`src/rtl/can_bs_pkg.sv`:
```
package can_bs_pkg;
  localparam int CRC_W = 15;
  localparam logic [CRC_W-1:0] CRC_POLY = 15'h4599;

  // One serial CRC step, MSB-first feedback.
  function automatic logic [CRC_W-1:0] crc_step(input logic [CRC_W-1:0] c, input logic b);
    logic fb;
    fb = c[CRC_W-1] ^ b;
    crc_step = {c[CRC_W-2:0], 1'b0} ^ (fb ? CRC_POLY : '0);
  endfunction
endpackage

```
`src/rtl/can_tx_stuffer.sv`:
```
module can_tx_stuffer #(
  parameter int RUN_LEN  = 5,
  parameter int FLAG_LEN = 6
) (
  input  logic clk,
  input  logic rst_n,
  input  logic bit_stb,
  input  logic stuff_en,
  input  logic arb_chk,
  input  logic tx_active,
  input  logic bus_idle,
  input  logic bus_rx,
  input  logic tx_valid,
  input  logic tx_bit,
  input  logic flag_go,
  output logic tx_ready,
  output logic bus_tx,
  output logic arb_lost,
  output logic flag_busy
);
  localparam int RW = $clog2(RUN_LEN + 1);
  localparam int FW = $clog2(FLAG_LEN + 1);

  logic [RW-1:0] run;
  logic          last;
  logic          xmit_q;
  logic [FW-1:0] flag_cnt;
  logic          drv_q;
  logic          lose, can_send, need_stuff, next_bit;

  assign flag_busy  = (flag_cnt != '0);
  assign lose       = xmit_q && arb_chk && drv_q && !bus_rx && !flag_busy;
  assign can_send   = tx_active && (xmit_q || bus_idle) && !lose && !flag_busy && !flag_go;
  assign need_stuff = stuff_en && (run == RW'(RUN_LEN));
  assign tx_ready   = bit_stb && can_send && !need_stuff;
  assign next_bit   = tx_valid ? tx_bit : 1'b1;
  assign bus_tx     = drv_q;

  always_ff @(posedge clk or negedge rst_n) begin
    if (!rst_n) begin
      drv_q    <= 1'b1;
      run      <= '0;
      last     <= 1'b1;
      xmit_q   <= 1'b0;
      flag_cnt <= '0;
      arb_lost <= 1'b0;
    end else begin
      arb_lost <= 1'b0;
      if (bit_stb) begin
        if (flag_go && !flag_busy) begin
          flag_cnt <= FW'(FLAG_LEN);
          drv_q    <= 1'b0;
          xmit_q   <= 1'b0;
          run      <= '0;
        end else if (flag_busy) begin
          flag_cnt <= flag_cnt - 1'b1;
          drv_q    <= (flag_cnt == FW'(1));
        end else if (lose) begin
          arb_lost <= 1'b1;
          xmit_q   <= 1'b0;
          drv_q    <= 1'b1;
          run      <= '0;
        end else if (can_send) begin
          xmit_q <= 1'b1;
          if (need_stuff) begin
            drv_q <= ~last;
            last  <= ~last;
            run   <= RW'(1);
          end else begin
            drv_q <= next_bit;
            last  <= next_bit;
            if (!stuff_en)
              run <= '0;
            else if (run != '0 && next_bit == last)
              run <= run + 1'b1;
            else
              run <= RW'(1);
          end
        end else begin
          xmit_q <= 1'b0;
          drv_q  <= 1'b1;
          run    <= '0;
        end
      end
    end
  end
endmodule

```
`src/rtl/can_rx_destuffer.sv`:
```
module can_rx_destuffer #(
  parameter int RUN_LEN = 5
) (
  input  logic clk,
  input  logic rst_n,
  input  logic bit_stb,
  input  logic region,
  input  logic hold,
  input  logic bus_rx,
  output logic viol,
  output logic take,
  output logic rx_valid,
  output logic rx_bit,
  output logic stuff_err
);
  localparam int RW = $clog2(RUN_LEN + 1);

  logic [RW-1:0] run;
  logic          last;
  logic          at_limit;

  assign at_limit = region && (run == RW'(RUN_LEN));
  assign viol     = bit_stb && at_limit && (bus_rx == last) && !hold;
  assign take     = bit_stb && !at_limit;

  always_ff @(posedge clk or negedge rst_n) begin
    if (!rst_n) begin
      run       <= '0;
      last      <= 1'b1;
      rx_valid  <= 1'b0;
      rx_bit    <= 1'b1;
      stuff_err <= 1'b0;
    end else begin
      rx_valid  <= take;
      stuff_err <= viol;
      if (take) rx_bit <= bus_rx;
      if (bit_stb) begin
        if (!region || hold) begin
          run <= '0;
        end else if (at_limit) begin
          if (viol) begin
            run <= '0;
          end else begin
            run  <= RW'(1);
            last <= bus_rx;
          end
        end else begin
          last <= bus_rx;
          if (run != '0 && bus_rx == last) run <= run + 1'b1;
          else                             run <= RW'(1);
        end
      end
    end
  end
endmodule

```
`src/rtl/can_crc15.sv`:
```
module can_crc15
  import can_bs_pkg::*;
(
  input  logic             clk,
  input  logic             rst_n,
  input  logic             start,
  input  logic             en,
  input  logic             din,
  output logic [CRC_W-1:0] crc
);
  always_ff @(posedge clk or negedge rst_n) begin
    if (!rst_n)     crc <= '0;
    else if (en)    crc <= crc_step(start ? '0 : crc, din);
    else if (start) crc <= '0;
  end
endmodule

```
`src/rtl/can_bitstream_unit.sv`:
```
module can_bitstream_unit
  import can_bs_pkg::*;
#(
  parameter int RUN_LEN   = 5,
  parameter int FLAG_LEN  = 6,
  parameter int IDLE_BITS = 11
) (
  input  logic             clk,
  input  logic             rst_n,
  input  logic             bit_stb,
  input  logic             stuff_en,
  input  logic             arb_en,
  input  logic             tx_active,
  input  logic             tx_valid,
  input  logic             tx_bit,
  output logic             tx_ready,
  input  logic             err_req,
  input  logic             bus_rx,
  output logic             bus_tx,
  output logic             rx_valid,
  output logic             rx_bit,
  output logic             stuff_err,
  output logic             arb_lost,
  output logic [CRC_W-1:0] crc
);
  localparam int IW = $clog2(IDLE_BITS + 1);

  logic          stuff_q, stuff_qq, arb_q;
  logic [IW-1:0] idle_cnt;
  logic          bus_idle, flag_busy, viol, take;

  // Region enables refer to the launched bit; the sampled bit is one behind.
  always_ff @(posedge clk or negedge rst_n) begin
    if (!rst_n) begin
      stuff_q  <= 1'b0;
      stuff_qq <= 1'b0;
      arb_q    <= 1'b0;
      idle_cnt <= '0;
    end else if (bit_stb) begin
      stuff_q  <= stuff_en;
      stuff_qq <= stuff_q;
      arb_q    <= arb_en;
      if (!bus_rx)                          idle_cnt <= '0;
      else if (idle_cnt != IW'(IDLE_BITS))  idle_cnt <= idle_cnt + 1'b1;
    end
  end

  assign bus_idle = (idle_cnt == IW'(IDLE_BITS));

  can_tx_stuffer #(.RUN_LEN(RUN_LEN), .FLAG_LEN(FLAG_LEN)) u_tx (
    .clk       (clk),
    .rst_n     (rst_n),
    .bit_stb   (bit_stb),
    .stuff_en  (stuff_en),
    .arb_chk   (arb_q),
    .tx_active (tx_active),
    .bus_idle  (bus_idle),
    .bus_rx    (bus_rx),
    .tx_valid  (tx_valid),
    .tx_bit    (tx_bit),
    .flag_go   (err_req || viol),
    .tx_ready  (tx_ready),
    .bus_tx    (bus_tx),
    .arb_lost  (arb_lost),
    .flag_busy (flag_busy)
  );

  can_rx_destuffer #(.RUN_LEN(RUN_LEN)) u_rx (
    .clk       (clk),
    .rst_n     (rst_n),
    .bit_stb   (bit_stb),
    .region    (stuff_q),
    .hold      (flag_busy),
    .bus_rx    (bus_rx),
    .viol      (viol),
    .take      (take),
    .rx_valid  (rx_valid),
    .rx_bit    (rx_bit),
    .stuff_err (stuff_err)
  );

  can_crc15 u_crc (
    .clk   (clk),
    .rst_n (rst_n),
    .start (bit_stb && stuff_q && !stuff_qq),
    .en    (take && stuff_q),
    .din   (bus_rx),
    .crc   (crc)
  );
endmodule

```
`config.mk`:
```
export PLATFORM = sky130hd
export DESIGN_NAME = can_bitstream_unit
export DESIGN_NICKNAME = d
export VERILOG_FILES = /design/src/rtl/can_bs_pkg.sv /design/src/rtl/can_tx_stuffer.sv /design/src/rtl/can_rx_destuffer.sv /design/src/rtl/can_crc15.sv /design/src/rtl/can_bitstream_unit.sv
export SDC_FILE = /design/constraint.sdc
export NUM_CORES = 1
export LEC_CHECK = 0
export BUFFER_PORTS_ARGS = -buffer_cell sky130_fd_sc_hd__buf_2
export CAP_MARGIN = 5
export CORE_MARGIN = 3
export CORE_UTILIZATION = 30
export DETAILED_ROUTE_END_ITERATION = 7
export HOLD_SLACK_MARGIN = 0.02
export PLACE_DENSITY_LB_ADDON = 0.08
export SKIP_CTS_REPAIR_TIMING = 1
export SYNTH_ARGS = -nofsm -noshare
export SYNTH_HDL_FRONTEND = slang
export SYNTH_HIERARCHICAL = 1
export SYNTH_SLANG_ARGS = --single-unit
```
`constraint.sdc`:
```
create_clock -name clk -period 3 [get_ports clk]
set_input_delay 0.15 -clock clk [delete_from_list [all_inputs] [get_ports clk]]
set_output_delay 0.15 -clock clk [all_outputs]
set_load 0.01 [all_outputs]
```
; Yosys cells after proc, flatten, opt, wreduce, memory -nomap -nowiden
; Index checks and enable logic that the tools add are counted.
[word_totals]
inputBits = 10
output_inout_bits = 21
n_memories = 0
wordCells = 113
latch_bits = 0
ramBits = 0
reg_bits = 39
rom_bits = 0
[op_classes]
n_reduce_logical = 42
n_mul = 0
order_cmp = 0
shifts = 0
n_addsub = 4
n_bitwise = 7
n_div = 0
n_mux = 34
n_eq_ne = 10
[ops]
columns = cell, count
row1 = $mux 15, 3
row2 = $mux 3, 12
row3 = $logic_and 1x1->1, 22
row4 = $mux 1, 17
row5 = $xor 15x15->15, 1
row6 = $reduce_bool 3->1, 3
row7 = $logic_not 1->1, 8
row8 = $mux 4, 2
row9 = $add 3x1->3 const B, 2
row10 = $eq 3x3->1 const B, 2
row11 = $reduce_and 2->1, 3
row12 = $not 1->1, 5
row13 = $reduce_and 5->1, 1
row14 = $add 4x1->4 const B, 1
row15 = $eq 4x4->1 const B, 1
row16 = $ne 2x2->1 const B, 2
row17 = $ne 4x4->1 const B, 1
row18 = $eq 3x1->1 const B, 1
row19 = $logic_or 1x1->1, 3
row20 = $reduce_and 3->1, 1
row21 = $sub 3x1->3 const B, 1
row22 = $eq 1x1->1, 2
row23 = $ne 2x1->1 const B, 1
row24 = $reduce_bool 2->1, 1
row25 = $xor 1x1->1, 1

; Longest topological paths before layout
[logic_depth]
ltp_word = 12
ltp_mapped = 9
mapped_depth_nobuf = 9

; Cells and area by module
; The synthesis kept the hierarchy.
[by_module_without_submodules]
columns = module, n_inst, cells_each, seq_area_each_um2, area_per_inst_um2
row1 = can_crc15, 1, 69, 375.4, 716.9
row2 = can_tx_stuffer, 1, 67, 252.7, 675.6
row3 = can_bitstream_unit, 1, 35, 175.2, 384.1
row4 = can_rx_destuffer, 1, 30, 177.7, 365.4

; Worst setup path before layout
; No wires, ideal clock.
[synth_timing]
path_type = register -> register
start = register u_tx.flag_cnt[0]
end = register u_tx.last
setup_ns = 0.082
slack_ns = 0.813
synth_period_minus_slack_ns = 2.187
n_path_buf = 0
arrival_time_ns = 2.105
required_ns = 2.918
stages_incl_launch_ff = 10
cell_sequence = dfrtp_1 > inv_1 > ha_1 > or2b_1 > nor4b_1 > or2_2 > and2b_4 > nand3b_4 > nor3_4 > mux2_4
[synth_via]
word_cells_on_any_way = 15
classes_between = 3 x bitwise / 12 x reduce/logical
[synth_rtl]
columns = element, line_no
row1 = from (decl), can_tx_stuffer.sv:27  ; logic [FW-1:0] flag_cnt;
row2 = from (signal assigned), can_tx_stuffer.sv:51  ; flag_cnt <= FW'(FLAG_LEN);
row3 = from (signal assigned), can_tx_stuffer.sv:56  ; flag_cnt <= flag_cnt - 1'b1;
row4 = $reduce_bool 3->1 *, can_tx_stuffer.sv:31  ; assign flag_busy = (flag_cnt != '0);
row5 = named net flag_busy, can_bitstream_unit.sv:30  ; logic bus_idle, flag_busy, viol, take;
row6 = $logic_not 1->1 *, can_rx_destuffer.sv:23  ; assign viol = bit_stb && at_limit && (bus_rx == last) && !hold;
row7 = $logic_and 1x1->1 *, can_rx_destuffer.sv:23
row8 = named net viol, can_bitstream_unit.sv:30
row9 = $logic_or 1x1->1 *, can_bitstream_unit.sv:61  ; .flag_go (err_req || viol),
row10 = $logic_not 1->1 / $logic_and 1x1->1 (equally long branches), "can_tx_stuffer.sv:33, can_tx_stuffer.sv:50"
row11 = $logic_and 1x1->1 / $not 1->1 (equally long branches), --
row12 = $reduce_and 5->1 (no source line) *, --
row13 = to (signal assigned), can_tx_stuffer.sv:67  ; last <= ~last;
row14 = to (signal assigned), can_tx_stuffer.sv:71  ; last <= next_bit;
row15 = to (decl), can_tx_stuffer.sv:25  ; logic last;
; The timed path passes the listed nets; every way through them passes the cells marked *.
; A chain may end at the register's enable or synchronous reset.

; Final worst setup path
[layout_timing]
start = register u_tx.flag_cnt[0]
end = output tx_ready
[layout_via]
word_cells_on_any_way = 12
classes_between = 12 x reduce/logical
[layout_rtl]
columns = element, line_no
row1 = $reduce_bool 3->1, can_tx_stuffer.sv:31
row2 = named net flag_busy, can_bitstream_unit.sv:30
row3 = $logic_not 1->1, can_rx_destuffer.sv:23
row4 = $logic_and 1x1->1, can_rx_destuffer.sv:23
row5 = named net viol, can_bitstream_unit.sv:30
row6 = $logic_or 1x1->1, can_bitstream_unit.sv:61
row7 = $logic_not 1->1, can_tx_stuffer.sv:33  ; assign can_send = tx_active && (xmit_q || bus_idle) && !lose && !flag_busy && !flag_go;
row8 = $logic_and 1x1->1, can_tx_stuffer.sv:33
row9 = $logic_and 1x1->1 (2 in series), can_tx_stuffer.sv:35  ; assign tx_ready = bit_stb && can_send && !need_stuff;
row10 = to (decl), can_bitstream_unit.sv:16  ; output logic tx_ready,
; The timed path passes the listed nets, and every way through them passes these cells.

==> impl_metrics.yaml <==
sta:
  period_share_pct: 91.2
  rsz0062_at_grt: "no"
  slew_viol_final: 0
  finClkSkew_ps: 13.3
  post-route-min-period_ps: 2740
  worst_pin_slew_ps: 899
  finalSetupViolations: 0
  finalHoldViolCount: 28
  fin_hold_ws_ps: -14.7
  tns_ps: 0
  maxSlewHeadroom_pct: 40.1
  max_freq_mhz: 365
logic_synthesis:
  ys_ff_latch: 39
  yosysWarnings: 6
  ys_types: 56
  async_flop_share_pct: 100
  syn_nets: 221
  synth_edf_count: 0
  netlist_area_um2: 2140
  ys_seq_area_share_pct: 45.8
  avgSynthCellArea_um2: 10.7
  synthFlopType: "dfrtp_1"
  syn-instance-count: 201
critical_path:
  cp-startpoint: "u_tx/flag_cnt[0]"
  cp_top_family: "simple AND/OR/NAND/NOR gates"
  crit_chain: "inv_1 > ha_1 > or2b_1 > nor4b_1 > or2_2 > and2b_4 > nand3b_4 > nor3_4 > and2_2 > buf_2"
  critPathLaunchType: "flip-flop"
  cp-end-kind: "output port"
  critPathArrivalTime_ps: 2590
  timing_worst_setup_path_type: "flip-flop to output port"
  crit_buf_inv: 2
  critical_path_required_ps: 2850
  critPathMaxStageDelay_ps: 400
  crit_fanout: 6
  r2r_start: "u_tx/flag_cnt[0]"
  critPathSlowestCell: "dfrtp_1"
die:
  fp-row-count: 30
  coreArea_um2: 6870
  die-area_um2: 8190
  start_util_pct: 31.2
  ios: 31
  fp.dieH_um: 90.5
  die_w_um: 90.5
global_route:
  grt_max_degree: 40
  grt_pass1_wl_mm: 7.98
  grt_remaining_overflow: 0
  track_usage_pct: 11.8
  antenna_found_initial: 0
  grt_pass1_vias: 1682
pwr:
  p_int_mw: 1.08
  powerDensity_nw_per_um2: 666
  clock_power_share_pct: 22.2
  vdd_drop_max_mv: 0.265
  comb_power_share_pct: 31.2
  seqPwrFrac_pct: 46.6
  swShare_pct: 34.8
  total_leakage_power_nw: 1.12
  p_switching_mw: 0.577
min_path:
  hold_class: "primary input to async pin"
clock_tree:
  cts_num_sinks: 39
  htree_levels: 2
  cts_buffer_depth: 2
  cts_tree: "built"
  cts_buffers: 5
  clk_pin_slew_worst_paths_ps: 70
  cts-root-buf: "clkbuf_8"
  insertion_delay_ps: 290
status:
  outcome: "finished with violations"
  violations: "negative hold slack"
layout:
  num_antenna_cells: 0
  final_layout_size_suffix_gt1_share_pct: 26.7
  instances_no_fill: 332
  layout_commonest_cell: "dfrtp_1"
  syn_to_final_growth_pct: 16.3
  final_cell_mix: "dfrtp_1 (35), buf_2 (30), nor2_1 (23), nand2_1 (13), inv_1 (12)"
  fillers: 713
  final_nets: 255
detailed_routing:
  dr_total_vias: 1588
  routed_wl_mm: 4.47
  drtIter0Drc: 39
  vias_per_cell: 4.78
  firstDrtPassIters: 4
  wl_per_cell_um: 13.5
  ant_nets: 0
  remaining_drc_errors: 0
placement:
  io_buffers: 30
  gp_congestion: 0.731
  hpwlAfterDp_mm: 3.24
  placedCellCount: 324
flow_run:
  max_cap_violations: 0
power groups by stage:
| stage | clock network (mW) | registers (mW) | logic [mW] |
|---|---|---|---|
| detailed placement | 0 | 0.786 | 0.526 |
| global placement | 0 | 0.787 | 0.523 |
| CTS | 0.394 | 0.777 | 0.528 |
| global route | 0.413 | 0.797 | 0.587 |
| floorplan | 0 | 0.782 | 0.345 |
| finish | 0.368 | 0.773 | 0.518 |
worst reg2reg max path, stage by stage (launching register included):
cell	delay, ps
dfrtp_1	380
inv_1	80
ha_1	250
or2b_1	220
nor4b_1	80
or2_2	330
and2b_4	280
nand3b_4	90
nor3_4	270
mux2_4	320
final cells by class:
| cell class | count | area [µm²] | area share, % |
|---|---|---|---|
| flip-flops and latches | 39 | 981 | 39.4 |
| multi-input cells | 143 | 1080 | 43.2 |
| well taps | 96 | 120 | 4.82 |
| inverters | 13 | 48.8 | 1.96 |
| clock buffers | 7 | 86.3 | 3.47 |
| clock inverters | 1 | 5.00 | 0.201 |
| repair buffers | 33 | 173 | 6.93 |
flip-flops by register name, indices dropped and copies added, names as in the netlist:
signal	cells
u_tx/run	3
u_rx/last	1
u_rx/run	3
arb_q	1
u_rx/rx_valid	1
u_crc/crc	15
u_rx/rx_bit	1
u_tx/last	1
u_tx/arb_lost	1
stuff_qq	1
stuff_q	1
u_tx/xmit_q	1
u_tx/bus_tx	1
idle_cnt	4
u_tx/flag_cnt	3
u_rx/stuff_err	1
final timing paths:
check                              endpoint  slack (ps)  depth (start not counted)
hold / removal                u_crc/crc[12]         -10                          1
min in group clk                      arb_q          80                          2
setup reg to reg                  u_tx/last         620                          9
max in group asynchronous           stuff_q        2450                          1
setup / recovery                   tx_ready         260                         10
hold reg to reg            u_tx/flag_cnt[1]         500                          2
routing by layer:
layer	GRT usage, %	vias up	part of all wire [%]
met5	0	-	0
met1	15.5	776	48
li1	-	777	-
met3	3.17	7	4.1
met2	18.7	28	46
met4	4.21	0	1.4
synth_stat cells (2+ instances only):
cell,count,area (µm²)
ha_1,10,125
o22ai_1,3,18.8
and2_1,2,12.5
a2bb2oi_1,2,17.5
xnor2_1,6,52.6
nand3b_1,2,15.0
a21oi_1,2,10.0
a31oi_1,2,12.5
mux2i_1,10,100
nor2_1,23,86.3
nor2b_1,4,25.0
nor4b_1,2,17.5
o21ai_0,7,35.0
mux2_2,5,56.3
o221ai_1,5,43.8
nand3_1,6,30.0
and2b_1,2,15.0
dfstp_2,4,105
o21ai_1,2,10.0
nand2b_1,3,18.8
dfrtp_1,35,876
nand4bb_1,2,22.5
buf_2,4,20.0
nand2_1,13,48.8
inv_1,12,45.0
o31ai_1,2,15.0
o2bb2ai_1,2,17.5
cells by family after synthesis:
logic type,Yosys count,synth area share [%]
flops,39,45.8
buf+inv,19,3.91
xor+xnor,7,3.21
simple gates,72,19.6
compound gates,38,13.6
mux,16,8.00
fa+ha+maj,10,5.84
per-stage QoR:
stage	setup WS, ps	power [mW]	util (%)	instance area, µm²
global placement	618	1.31	34.9	2400
global route	37.8	1.80	36.3	2490
detailed placement	502	1.31	34.9	2400
finish	263	1.66	36.3	2490
CTS	155	1.70	36.3	2490
floorplan	813	1.13	-	2140
Power figures use the tool's default switching activity.
